### src/rtl/nib_cpu_pkg.sv
// Package nib_cpu_pkg
// Purpose : shared control types for the nibble processor.
// Assumes : the opcode field is always 4 bits wide.
package nib_cpu_pkg;

    typedef enum logic [1:0] {
        SRC_A    = 2'd0,
        SRC_B    = 2'd1,
        SRC_IN   = 2'd2,
        SRC_ZERO = 2'd3
    } src_sel_e;

    typedef enum logic [2:0] {
        DST_NONE = 3'd0,
        DST_A    = 3'd1,
        DST_B    = 3'd2,
        DST_OUT  = 3'd3,
        DST_PC   = 3'd4
    } dst_sel_e;

    typedef struct packed {
        src_sel_e src;      // first adder operand
        logic     add_imm;  // second operand is the immediate (else zero)
        dst_sel_e dst;      // register written by the result
        logic     on_nc;    // PC write only when carry is clear
        logic     valid;    // defined opcode: carry is rewritten
    } ctrl_t;

endpackage

### src/rtl/nib_cpu_decode.sv
// Module nib_cpu_decode
// Purpose : maps a 4-bit opcode to operand, destination and branch controls.
// Assumes : purely combinational; undefined opcodes decode to a no-write
//           entry with a zero+zero addition.
module nib_cpu_decode
    import nib_cpu_pkg::*;
(
    input  logic [3:0] opcode,
    output ctrl_t      ctrl
);

    // Opcode table.
    always_comb begin
        ctrl = '{src: SRC_ZERO, add_imm: 1'b0, dst: DST_NONE, on_nc: 1'b0, valid: 1'b0};
        case (opcode)
            4'b0000: ctrl = '{src: SRC_A,    add_imm: 1'b1, dst: DST_A,   on_nc: 1'b0, valid: 1'b1};
            4'b0001: ctrl = '{src: SRC_B,    add_imm: 1'b0, dst: DST_A,   on_nc: 1'b0, valid: 1'b1};
            4'b0010: ctrl = '{src: SRC_IN,   add_imm: 1'b0, dst: DST_A,   on_nc: 1'b0, valid: 1'b1};
            4'b0011: ctrl = '{src: SRC_ZERO, add_imm: 1'b1, dst: DST_A,   on_nc: 1'b0, valid: 1'b1};
            4'b0100: ctrl = '{src: SRC_A,    add_imm: 1'b0, dst: DST_B,   on_nc: 1'b0, valid: 1'b1};
            4'b0101: ctrl = '{src: SRC_B,    add_imm: 1'b1, dst: DST_B,   on_nc: 1'b0, valid: 1'b1};
            4'b0110: ctrl = '{src: SRC_IN,   add_imm: 1'b0, dst: DST_B,   on_nc: 1'b0, valid: 1'b1};
            4'b0111: ctrl = '{src: SRC_ZERO, add_imm: 1'b1, dst: DST_B,   on_nc: 1'b0, valid: 1'b1};
            4'b1001: ctrl = '{src: SRC_B,    add_imm: 1'b0, dst: DST_OUT, on_nc: 1'b0, valid: 1'b1};
            4'b1011: ctrl = '{src: SRC_ZERO, add_imm: 1'b1, dst: DST_OUT, on_nc: 1'b0, valid: 1'b1};
            4'b1110: ctrl = '{src: SRC_ZERO, add_imm: 1'b1, dst: DST_PC,  on_nc: 1'b1, valid: 1'b1};
            4'b1111: ctrl = '{src: SRC_ZERO, add_imm: 1'b1, dst: DST_PC,  on_nc: 1'b0, valid: 1'b1};
            default: ;
        endcase
    end

endmodule

### src/rtl/nib_cpu_adder.sv
// Module nib_cpu_adder
// Purpose : the single W-bit adder every instruction passes through.
// Assumes : unsigned operands; carry-out is the bit above the sum.
module nib_cpu_adder #(
    parameter int W = 4
) (
    input  logic [W-1:0] op_a,
    input  logic [W-1:0] op_b,
    output logic [W-1:0] sum,
    output logic         carry
);

    // Full-width add with carry out.
    always_comb begin
        {carry, sum} = {1'b0, op_a} + {1'b0, op_b};
    end

endmodule

### src/rtl/nib_cpu_progmem.sv
// Module nib_cpu_progmem
// Purpose : 2**AW-word program store with a synchronous write port and an
//           asynchronous read port addressed by the program counter.
// Assumes : contents are undefined until written; no reset of the array.
module nib_cpu_progmem #(
    parameter int AW = 4,
    parameter int DW = 8,
    localparam int DEPTH = 1 << AW
) (
    input  logic          clk,
    input  logic          wr_en,
    input  logic [AW-1:0] wr_addr,
    input  logic [DW-1:0] wr_data,
    input  logic [AW-1:0] rd_addr,
    output logic [DW-1:0] rd_data
);

    logic [DW-1:0] words [DEPTH];

    // Program load write.
    always_ff @(posedge clk) begin
        if (wr_en) begin
            words[wr_addr] <= wr_data;
        end
    end

    // Fetch read.
    assign rd_data = words[rd_addr];

endmodule

### src/rtl/nib_cpu.sv
// Module nib_cpu
// Purpose : single-cycle W-bit processor with registers A, B, an output
//           register, a program counter and a carry flag. Each cycle one
//           word is fetched, decoded and routed through one adder.
// Assumes : synchronous active-low reset; the program store is loaded
//           through prog_* before reset is released.
module nib_cpu
    import nib_cpu_pkg::*;
#(
    parameter int W = 4,
    localparam int IW = W + 4
) (
    input  logic          clk,
    input  logic          rst_n,
    input  logic [W-1:0]  in_port,
    input  logic          prog_we,
    input  logic [W-1:0]  prog_addr,
    input  logic [IW-1:0] prog_data,
    output logic [W-1:0]  out_port,
    output logic [W-1:0]  pc_dbg,
    output logic [IW-1:0] opcode_dbg,
    output logic [W-1:0]  alu_dbg
);

    logic [W-1:0]  pc_q;
    logic [W-1:0]  reg_a_q;
    logic [W-1:0]  reg_b_q;
    logic [W-1:0]  out_q;
    logic          carry_q;
    logic [IW-1:0] instr_word;
    logic [W-1:0]  imm;
    ctrl_t         ctrl;
    logic [W-1:0]  operand_src;
    logic [W-1:0]  operand_add;
    logic [W-1:0]  sum;
    logic          sum_carry;
    logic          take_pc;

    nib_cpu_progmem #(.AW(W), .DW(IW)) u_mem (
        .clk     (clk),
        .wr_en   (prog_we),
        .wr_addr (prog_addr),
        .wr_data (prog_data),
        .rd_addr (pc_q),
        .rd_data (instr_word)
    );

    nib_cpu_decode u_dec (
        .opcode (instr_word[IW-1:W]),
        .ctrl   (ctrl)
    );

    assign imm = instr_word[W-1:0];

    // Source operand select.
    always_comb begin
        case (ctrl.src)
            SRC_A:   operand_src = reg_a_q;
            SRC_B:   operand_src = reg_b_q;
            SRC_IN:  operand_src = in_port;
            default: operand_src = '0;
        endcase
    end

    // Addend select: immediate or zero.
    assign operand_add = ctrl.add_imm ? imm : '0;

    nib_cpu_adder #(.W(W)) u_add (
        .op_a  (operand_src),
        .op_b  (operand_add),
        .sum   (sum),
        .carry (sum_carry)
    );

    // Branch decision: PC destination, gated by carry for the conditional form.
    assign take_pc = (ctrl.dst == DST_PC) && !(ctrl.on_nc && carry_q);

    // Program counter update.
    always_ff @(posedge clk) begin
        if (!rst_n) begin
            pc_q <= '0;
        end else if (take_pc) begin
            pc_q <= sum;
        end else begin
            pc_q <= pc_q + 1'b1;
        end
    end

    // Data register and carry update.
    always_ff @(posedge clk) begin
        if (!rst_n) begin
            reg_a_q <= '0;
            reg_b_q <= '0;
            out_q   <= '0;
            carry_q <= 1'b0;
        end else begin
            if (ctrl.dst == DST_A)   reg_a_q <= sum;
            if (ctrl.dst == DST_B)   reg_b_q <= sum;
            if (ctrl.dst == DST_OUT) out_q   <= sum;
            if (ctrl.valid)          carry_q <= sum_carry;
        end
    end

    assign out_port   = out_q;
    assign pc_dbg     = pc_q;
    assign opcode_dbg = instr_word;
    assign alu_dbg    = sum;

endmodule

### config.mk
export PLATFORM = sky130hd
export DESIGN_NAME = nib_cpu
export DESIGN_NICKNAME = d
export VERILOG_FILES = /design/src/rtl/nib_cpu_pkg.sv /design/src/rtl/nib_cpu_decode.sv /design/src/rtl/nib_cpu_adder.sv /design/src/rtl/nib_cpu_progmem.sv /design/src/rtl/nib_cpu.sv
export SDC_FILE = /design/constraint.sdc
export NUM_CORES = 1
export LEC_CHECK = 0
export ABC_AREA = 1
export BUFFER_PORTS_ARGS = -buffer_cell sky130_fd_sc_hd__buf_2
export CAP_MARGIN = 20
export CORE_ASPECT_RATIO = 1.5
export CORE_UTILIZATION = 35
export CTS_CLUSTER_SIZE = 40
export DETAILED_ROUTE_END_ITERATION = 10
export GPL_ROUTABILITY_DRIVEN = 0
export REMOVE_ABC_BUFFERS = 1
export SYNTH_ARGS = -nofsm -noshare
export SYNTH_HDL_FRONTEND = slang
export SYNTH_SLANG_ARGS = --single-unit
export TNS_END_PERCENT = 100
### constraint.sdc
create_clock -name clk -period 3.08 [get_ports clk]
set_input_delay 0.154 -clock clk [delete_from_list [all_inputs] [get_ports clk]]
set_output_delay 0.154 -clock clk [all_outputs]
set_load 0.005 [all_outputs]
==> metrics, run 1 <==
status finished, violations left; failing checks negative setup slack; largest family of logic cells by synthesized area simple AND/OR/NAND/NOR gates; drt pass-1 iters 5; LEAKAGE 3.24 nW; setup ws final -0.149 ns; post-synthesis adder-cell area fraction 1.29%; worst-margin pin slew 0.985 ns; r2r setup slk 0.08 ns; number of I/O port buffers 38; Final #Nets 681; most frequent cells in the layout edfxtp_1 (128), nand2_1 (122), inv_1 (60); FF/Latch Area 4190 sq um; commonest non-fill, non-tap cell in the layout edfxtp_1; syn_area_per_cell 11.0 sq um; Max Slew Vio Count 0; FP Rows 60; Simple-Gate Fraction of Synth Area 18.7%; max_slew headroom 34.1%; # Max-Cap Violations 0; top post-synthesis cells by area edfxtp_1 (60%), nand2_1 (7.6%), dfxtp_1 (5.3%); footprint of the multi-input gates 2050 sq um; gr ovfl total 0; vias in the first global route 4653; Die Wd 112 microns; crit path kind reg -> out; power density cells 1030 nW/um^2; Clk Latency, worst-skew pair 0.43 ns; Detailed Place HPWL 10300 microns; root cell of the clock tree clkbuf_16; Synthesis Warnings 0; dpl ws -0.0236 ns; number of H-tree levels 4; fraction of layout cells with a size suffix above 1 26.9%; die height 168 microns; top cell type's share of synthesized area 60.0%; crit share post-route 105%; num ports 39; final hold vios 0; Inserted Diodes 0; post-synthesis mux area share 0%; final std cell area, no fill 8030 sq um; Setup Skew 0.0125 ns; clock-pin slew on the worst setup and hold paths 0.07 ns; Synth Instances 583; Post-DRT Antenna Nets 0; crit start category flip-flop; sequential share of the synthesized area 65.3%; xor-xnor portion of the synthesized cell area 0.547%; vias per cell 5.19; Mapped Area 6410 sq um; Die ar. 18900 sq um; largest net degree at the start of global routing 24; unrepaired setup endpoints after global routing yes; synthesis-stage register bit count 145; CTS tree built; TNS Setup -0.260 ns; global-route wire length before repair 25200 microns; Initial Util 35.7%; Synth Area in Compound Gates 7.59%; Worst EP required 2.93 ns; Clock Sinks 145; Starting DRT DRC Count 379; Hold WC Path Type in -> reg; Avg WL per Cell 18.3 microns; Synth cell types 34; gr usage total 18.1%; Worst EP arrival 3.08 ns; drt total wl 16200 microns; Fill cells 1604; initial antenna violation count 0; synth-to-layout area growth 25.2%; Placed Area 6840 sq um; Worst VDD drop 0.000472 V; cell type with the largest total area after synthesis edfxtp_1; post-cts hold buffer count 0; critical path peak fanout 10; clock buffer depth 2; post-route DRC violation count 0; crit end category output pin; core area 17900 sq um; fin util 44.7%; fmax 0.310 GHz; vias 4599; Final Critical Period 3.23 ns; total CTS buffers 17; total power 8.26 mW; Final Setup Violations 3
==> power by group <==
group / leakage (nW) / switching [mW] / total [mW] / internal [mW]
Clock: 0.295 / 0.934 / 2.10 / 1.17
Sequential: 1.30 / 0.0737 / 2.32 / 2.25
Combinational: 1.64 / 2.23 / 3.83 / 1.60
Total: 3.24 / 3.24 / 8.26 / 5.02
==> critical path, cell delays in order (launching register included) <==
cell and delay [ns]:
dfxtp_4 0.40, buf_12 0.15, or2_2 0.28, nand3_1 0.09
nand3_1 0.09, nand3_2 0.09, nand2_4 0.11, o21ai_2 0.19
nand2_2 0.09, o21ai_4 0.11, nor2_4 0.06, ha_4 0.17
fa_2 0.43, xor2_2 0.23, buf_2 0.15
==> flip-flops by register name, indices dropped and copies added (netlist names) <==
name,cells
carry_q,1
reg_b_q,4
out_port,4
reg_a_q,4
u_mem.words,128
pc_dbg,4
==> cell type report <==
cell class                 count  area share, %
sequential                   145           52.2
multi-input combinational    346           25.5
timing repair buffer          78           7.83
clock buffer                  17           5.30
inverter                      68           3.38
tap                          217           3.38
clock inverter                15           2.40
==> metal layers <==
layer	wire length [microns]	global-route usage [%]	vias up
li1	-	-	2175
met1	5980	18.7	2230
met2	8770	33.1	152
met3	801	3.66	42
met4	686	11.2	0
met5	0	0	-
==> cells by family after synthesis <==
family / after synthesis
simple gates: 262
flops: 145
xor+xnor: 4
buf+inv: 92
compound gates: 74
fa+ha+maj: 6
==> final timing paths <==
path / start / depth (start not counted) / to
worst max-delay path: pc_dbg[0] / 14 / alu_dbg[2]
worst min-delay path: prog_data[6] / 1 / u_mem.words[1][6]
worst max register to register: pc_dbg[0] / 16 / pc_dbg[2]
worst min register to register: out_port[2] / 2 / out_port[2]
==> cell usage after synthesis, drive strengths merged <==
cell,count
a211oi,1
buf,21
a21oi,30
nand3b,2
nand3,68
dfxtp,17
o21ai,17
ha,5
nand4,5
edfxtp,128
nor2,39
or2,8
nand2,140
o211ai,2
clkbuf,3
o221ai,24
inv,67
xor2,4
clkinv,1
fa,1
==> per-stage QoR <==
step | hold WS, ns | cells
3_5_place_dp | 0.475 | 827
3_3_place_gp | 0.467 | 827
6_report | 0.109 | 886
5_1_grt | 0.116 | 886
4_1_cts | 0.0963 | 881
2_1_floorplan | 0.253 | 559
==> timing repair <==
action                                  CTS  global route
cloned                                    3             1
buffers inserted                         19             5
gates resized for setup                  47            22
endpoints found under the setup margin    7             7
pin swaps                                14            20
Power figures use the tool's default switching activity.
==> inputs of run 2 (changes only) <==
--- a/config.mk
+++ b/config.mk
@@ -8,13 +8,17 @@
 export ABC_AREA = 1
 export BUFFER_PORTS_ARGS = -buffer_cell sky130_fd_sc_hd__buf_2
 export CAP_MARGIN = 20
-export CORE_ASPECT_RATIO = 1.5
+export CELL_PAD_IN_SITES_DETAIL_PLACEMENT = 1
+export CELL_PAD_IN_SITES_GLOBAL_PLACEMENT = 1
+export CORE_ASPECT_RATIO = 0.7
 export CORE_UTILIZATION = 35
 export CTS_CLUSTER_SIZE = 40
 export DETAILED_ROUTE_END_ITERATION = 10
 export GPL_ROUTABILITY_DRIVEN = 0
+export PLACE_DENSITY_LB_ADDON = 0.1
 export REMOVE_ABC_BUFFERS = 1
 export SYNTH_ARGS = -nofsm -noshare
 export SYNTH_HDL_FRONTEND = slang
+export SYNTH_HIERARCHICAL = 1
 export SYNTH_SLANG_ARGS = --single-unit
 export TNS_END_PERCENT = 100
==> run 2 against run 1 <==
Effect of this change: the flow still finishes with violations (negative setup slack); count of clock-buffer cells in the layout up 1; cell count up 20%; die area up 4.1%; global-route usage up 3.8 points; critical path depth up 4; routed wire length up 27%; setup slack worse by 0.075 ns; synthesized cell count up 22%; critical endpoint is now alu_dbg[1].
==> metrics, run 2 <==
total CTS buffers 17; fraction of layout cells with a size suffix above 1 26.5%; top post-synthesis cells by area edfxtp_1 (58%), nand2_1 (12%), nand3_1 (8.6%); total power 8.96 mW; unrepaired setup endpoints after global routing yes; worst-margin pin slew 1.11 ns; global-route wire length before repair 31600 microns; vias per cell 4.88; crit end category output pin; crit start category flip-flop; number of buffers and inverters on the critical path 7; Starting DRT DRC Count 307; Max Slew Vio Count 0; Mapped Area 6680 sq um; max FFs per register 128; Initial Util 36.4%; Clock Sinks 145; max_slew headroom 25.9%; synthesis-stage register bit count 145; gr usage total 21.9%; # Max-Cap Violations 0; post-route DRC violation count 0; drt total wl 20600 microns; FP Rows 41; Avg WL per Cell 19.4 microns; critical-path cell list clkinv_8, buf_12, nand2_1, nand3_2, nand3_2, nand3_2, nand2_4, inv_4, a21oi_4, or2_4, buf_6, nand3_2, nand3_2, ha_4, inv_2, fa_2, inv_4, buf_6; CTS tree built; Worst EP required 2.93 ns; number of H-tree levels 4; ys flop type edfxtp_1; status finished, violations left; Fill cells 2058; syn_area_per_cell 9.37 sq um; Worst VDD drop 0.000379 V; vias 5206; Die ar. 19600 sq um; power density cells 1030 nW/um^2; CP dominant cell by count nand3_2; root cell of the clock tree clkbuf_16; core area 18400 sq um; num ports 39; Post-DRT Antenna Nets 0; Clk Latency, worst-skew pair 0.43 ns; slowest CP cell fa_2; top-count cell post-synth nand2_1; most frequent cells in the layout nand2_1 (206), edfxtp_1 (128), inv_1 (118); commonest non-fill, non-tap cell in the layout nand2_1; synth-to-layout area growth 30.7%; drt pass-1 iters 5; Final Setup Violations 7; failing checks negative setup slack; Inserted Diodes 0; Synthesis Warnings 6; critical path peak fanout 7; Worst EP arrival 3.15 ns; final hold vios 0; clock buffer depth 2; Synth async-reset ratio 0%; clock-pin slew on the worst setup and hold paths 0.06 ns; top cell type's share of synthesized area 57.6%; cell type with the largest total area after synthesis edfxtp_1; initial antenna violation count 0; die height 118 microns; gr ovfl total 0; Hold WC Path Type in -> reg; FF/Latch Area 4190 sq um; vias in the first global route 5442; crit path kind reg -> out; Detailed Place HPWL 13300 microns; setup ws final -0.224 ns; Final Critical Period 3.30 ns; Crit path max-delay family simple AND/OR/NAND/NOR gates; Synth cell types 24; sequential share of the synthesized area 62.7%; TNS Setup -0.747 ns; CP max stage delay 0.54 ns; Synth top cells by count nand2_1 (220), edfxtp_1 (128), inv_1 (127); Synth Instances 713; Setup Skew 0.00686 ns; largest net degree at the start of global routing 20; number of I/O port buffers 38; LEAKAGE 3.86 nW; number of flops mapped to enable cells by yosys 128; Biggest register u_mem/words; Die Wd 167 microns; Final #Nets 842; footprint of the multi-input gates 2150 sq um; fmax 0.303 GHz; crit share post-route 107%
-- run 2: changes by cell type after synthesis, sizes merged, moves of 3 or more --
cell | previous run | this run
nand4 | 5 | 2
inv | 67 | 130
o21ai | 17 | 6
xor2 | 4 | 0
o221ai | 24 | 0
nand3 | 68 | 117
a21oi | 30 | 15
nand2 | 140 | 222
or2 | 8 | 1
clkbuf | 3 | 0
buf | 21 | 25
-- run 2: repair_timing --
item,4_1_cts,5_1_grt
pin swaps,18,26
gates resized for setup,69,42
setup endpoints to repair,16,15
cloned,5,0
buffers inserted,17,6
hold buffers,0,0
-- run 2: metal layers --
layer  GRT usage (%)  vias up  wire [microns]
met5               0        -               0
met4            6.02        0             236
met3            3.83       19             842
met2            33.6       96            9240
met1            31.8     2587           10300
li1                -     2504               -
-- run 2: metrics by stage --
| stage | setup slack, ns | utilization [%] | cells | hold WS [ns] | cell area [sq um] |
|---|---|---|---|---|---|
| 2_1_floorplan | -1.57 | - | 688 | 0.253 | 6510 |
| 5_1_grt | -0.345 | 47.5 | 1066 | 0.0842 | 8730 |
| 3_3_place_gp | -0.00380 | 40.5 | 1008 | 0.460 | 7440 |
| 6_report | -0.224 | 47.5 | 1066 | 0.0841 | 8730 |
| 4_1_cts | -0.175 | 46.6 | 1062 | 0.0466 | 8550 |
| 3_5_place_dp | -0.121 | 40.5 | 1008 | 0.480 | 7440 |
-- run 2: cells by family (layout without fill, tap and decap cells) --
group / Yosys count / count (layout) / synth area share, %
and+or+nand+nor: 384 / 384 / 24.3
buffers and inverters: 155 / 272 / 9.87
DFF: 145 / 145 / 62.7
AOI/OAI and AO/OA: 21 / 21 / 1.63
adders and majority gates: 6 / 6 / 1.24
xor gates and xnor gates: 2 / 2 / 0.262
-- run 2: report_power, final --
| part | switching (mW) | internal [mW] |
|---|---|---|
| Combinational | 2.55 | 2.02 |
| Clock | 0.828 | 1.27 |
| Sequential | 0.0714 | 2.23 |
| Total | 3.44 | 5.52 |
-- run 2: worst min-delay path: stages --
cell and delay, ns:
buf_2 0.19, o21ai_2 0.08, nor2_1 0.04
-- run 2: area by class of cell --
class,count,share of cell area (%)
multi-input cells,413,24.6
well taps,236,3.38
clock inverters,14,1.88
repair buffers,110,11.3
inverters,130,5.88
flip-flops and latches,145,48.0
clock buffers,18,4.92
-- run 2: final timing paths --
check               from  slack [ns]           to  cells past startpoint
max            pc_dbg[0]       -0.22   alu_dbg[1]                     18
max reg2reg    pc_dbg[0]       -0.05  out_port[1]                     21
min reg2reg  out_port[1]        0.47  out_port[1]                      2
min                rst_n        0.08  out_port[2]                      3
==> inputs of run 3 (changes only) <==
--- a/config.mk
+++ b/config.mk
@@ -19,6 +19,5 @@
 export REMOVE_ABC_BUFFERS = 1
 export SYNTH_ARGS = -nofsm -noshare
 export SYNTH_HDL_FRONTEND = slang
-export SYNTH_HIERARCHICAL = 1
 export SYNTH_SLANG_ARGS = --single-unit
 export TNS_END_PERCENT = 100
==> run 3 against run 2 <==
Effect of this change: the flow still finishes with violations (negative setup slack); total power fell by 2.0%; maximum frequency rose by 4.9%; sequential share of layout area rose by 2.1 points; design area fell by 4.2%; non-clock buffer count fell by 7; critical endpoint is now alu_dbg[2]; largest cell class unchanged; highest routed layer unchanged.
==> metrics, run 3 (synthesized netlist as in run 1, its figures left out) <==
gr usage total 22.5%; fmax 0.318 GHz; Setup Skew 0.00686 ns; drt total wl 20100 microns; Inserted Diodes 0; number of I/O port buffers 38; clock buffer depth 2; largest net degree at the start of global routing 27; Post-DRT Antenna Nets 0; core area 17500 sq um; LEAKAGE 3.39 nW; Avg WL per Cell 21.7 microns; Final Setup Violations 3; gr ovfl total 0; crit path kind reg -> out; final hold vios 0; footprint of the multi-input gates 2170 sq um; crit end category output pin; FF/Latch Area 4190 sq um; final std cell area, no fill 8360 sq um; Initial Util 36.6%; die height 115 microns; vias in the first global route 4827; r2r setup slk 0.01 ns; post-cts hold buffer count 0; Clk Latency, worst-skew pair 0.42 ns; Biggest register u_mem.words; Hold WC Path Type in -> reg; Max Slew Vio Count 0; worst-margin pin slew 1.05 ns; initial antenna violation count 0; critical path peak fanout 9; post-route DRC violation count 0; number of H-tree levels 4; vias 4708; global-route wire length before repair 30100 microns; fraction of layout cells with a size suffix above 1 31.5%; Worst EP arrival 3.00 ns; TNS Setup -0.124 ns; CTS tree built; FP Rows 40; setup ws final -0.0693 ns; Worst VDD drop 0.000540 V; Worst EP required 2.93 ns; failing checks negative setup slack; root cell of the clock tree clkbuf_16; most frequent cells in the layout edfxtp_1 (128), nand2_1 (117), inv_1 (60); crit start category flip-flop; # Max-Cap Violations 0; Die Wd 164 microns; Final Critical Period 3.15 ns; Placed Area 7000 sq um; status finished, violations left; Die ar. 18900 sq um; Detailed Place HPWL 12400 microns; drt pass-1 iters 4; num ports 39; total CTS buffers 17; Final #Nets 707; total power 8.78 mW; Starting DRT DRC Count 311; crit share post-route 102%; max FFs per register 128; Fill cells 1877; clock-pin slew on the worst setup and hold paths 0.06 ns; Clock Sinks 145; unrepaired setup endpoints after global routing yes; commonest non-fill, non-tap cell in the layout edfxtp_1; max_slew headroom 29.7%; power density cells 1050 nW/um^2; synth-to-layout area growth 30.4%; vias per cell 5.08
==> run 3: cell count changes in the layout (fill, tap and decap cells not counted), moves of 5 or more <==
cell,before,now
nand2_1,206,117
inv_1,118,60
nand3_1,86,33
o221ai_1,0,23
a21oi_1,9,28
o21ai_1,0,10
nand2_4,5,10
==> run 3: critical path, stage by stage (launching register included) <==
cell,delay (ns)
dfxtp_4,0.40
buf_12,0.15
buf_4,0.13
nand2_1,0.06
nand3_1,0.13
nand3_2,0.12
nand3_2,0.09
nand2_4,0.14
nand2_2,0.09
nand2_4,0.09
inv_2,0.06
nand3_1,0.08
nand3_2,0.11
ha_4,0.18
fa_2,0.39
xor2_2,0.20
buf_2,0.14
==> run 3: layer usage <==
metal,track usage (%),share of wire (%),vias to the layer above
li1,-,-,2225
met1,33.6,51,2360
met2,33.1,44,97
met3,4.11,3.8,26
met4,6.91,1.5,0
met5,0,0,-
==> run 3: worst paths after layout <==
path | start | to | cells past startpoint
min reg2reg | out_port[2] | out_port[2] | 2
max reg2reg | pc_dbg[0] | pc_dbg[3] | 20
max | pc_dbg[0] | alu_dbg[2] | 16
min | rst_n | pc_dbg[1] | 3
==> run 3: per-stage QoR <==
stage	hold slack (ns)	util [%]	cells	setup WS (ns)
floorplan	0.253	-	559	-0.892
global placement	0.472	40.0	858	0.00971
detailed placement	0.485	40.0	858	-0.148
CTS	0.0848	46.3	918	-0.0507
global route	0.105	47.7	926	-0.204
finish	0.112	47.7	926	-0.0693
==> run 3: power by group <==
group | internal (mW) | switching (mW)
logic | 1.93 | 2.57
registers | 2.25 | 0.0788
clock network | 1.13 | 0.816
==> run 3: what timing repair did <==
action                                  CTS  global route
gates resized for setup                  59            42
cloned                                    5             0
setup buffers                            23             7
pin swaps                                16            17
endpoints found under the setup margin   11             8
==> run 3: layout make-up <==
class / count / area share, %
clock buffers: 23 / 5.48
clock inverters: 9 / 1.05
inverters: 68 / 3.32
multi-input cells: 346 / 25.9
flip-flops and latches: 145 / 50.1
well taps: 231 / 3.46
repair buffers: 103 / 10.5
repair inverters: 1 / 0.135
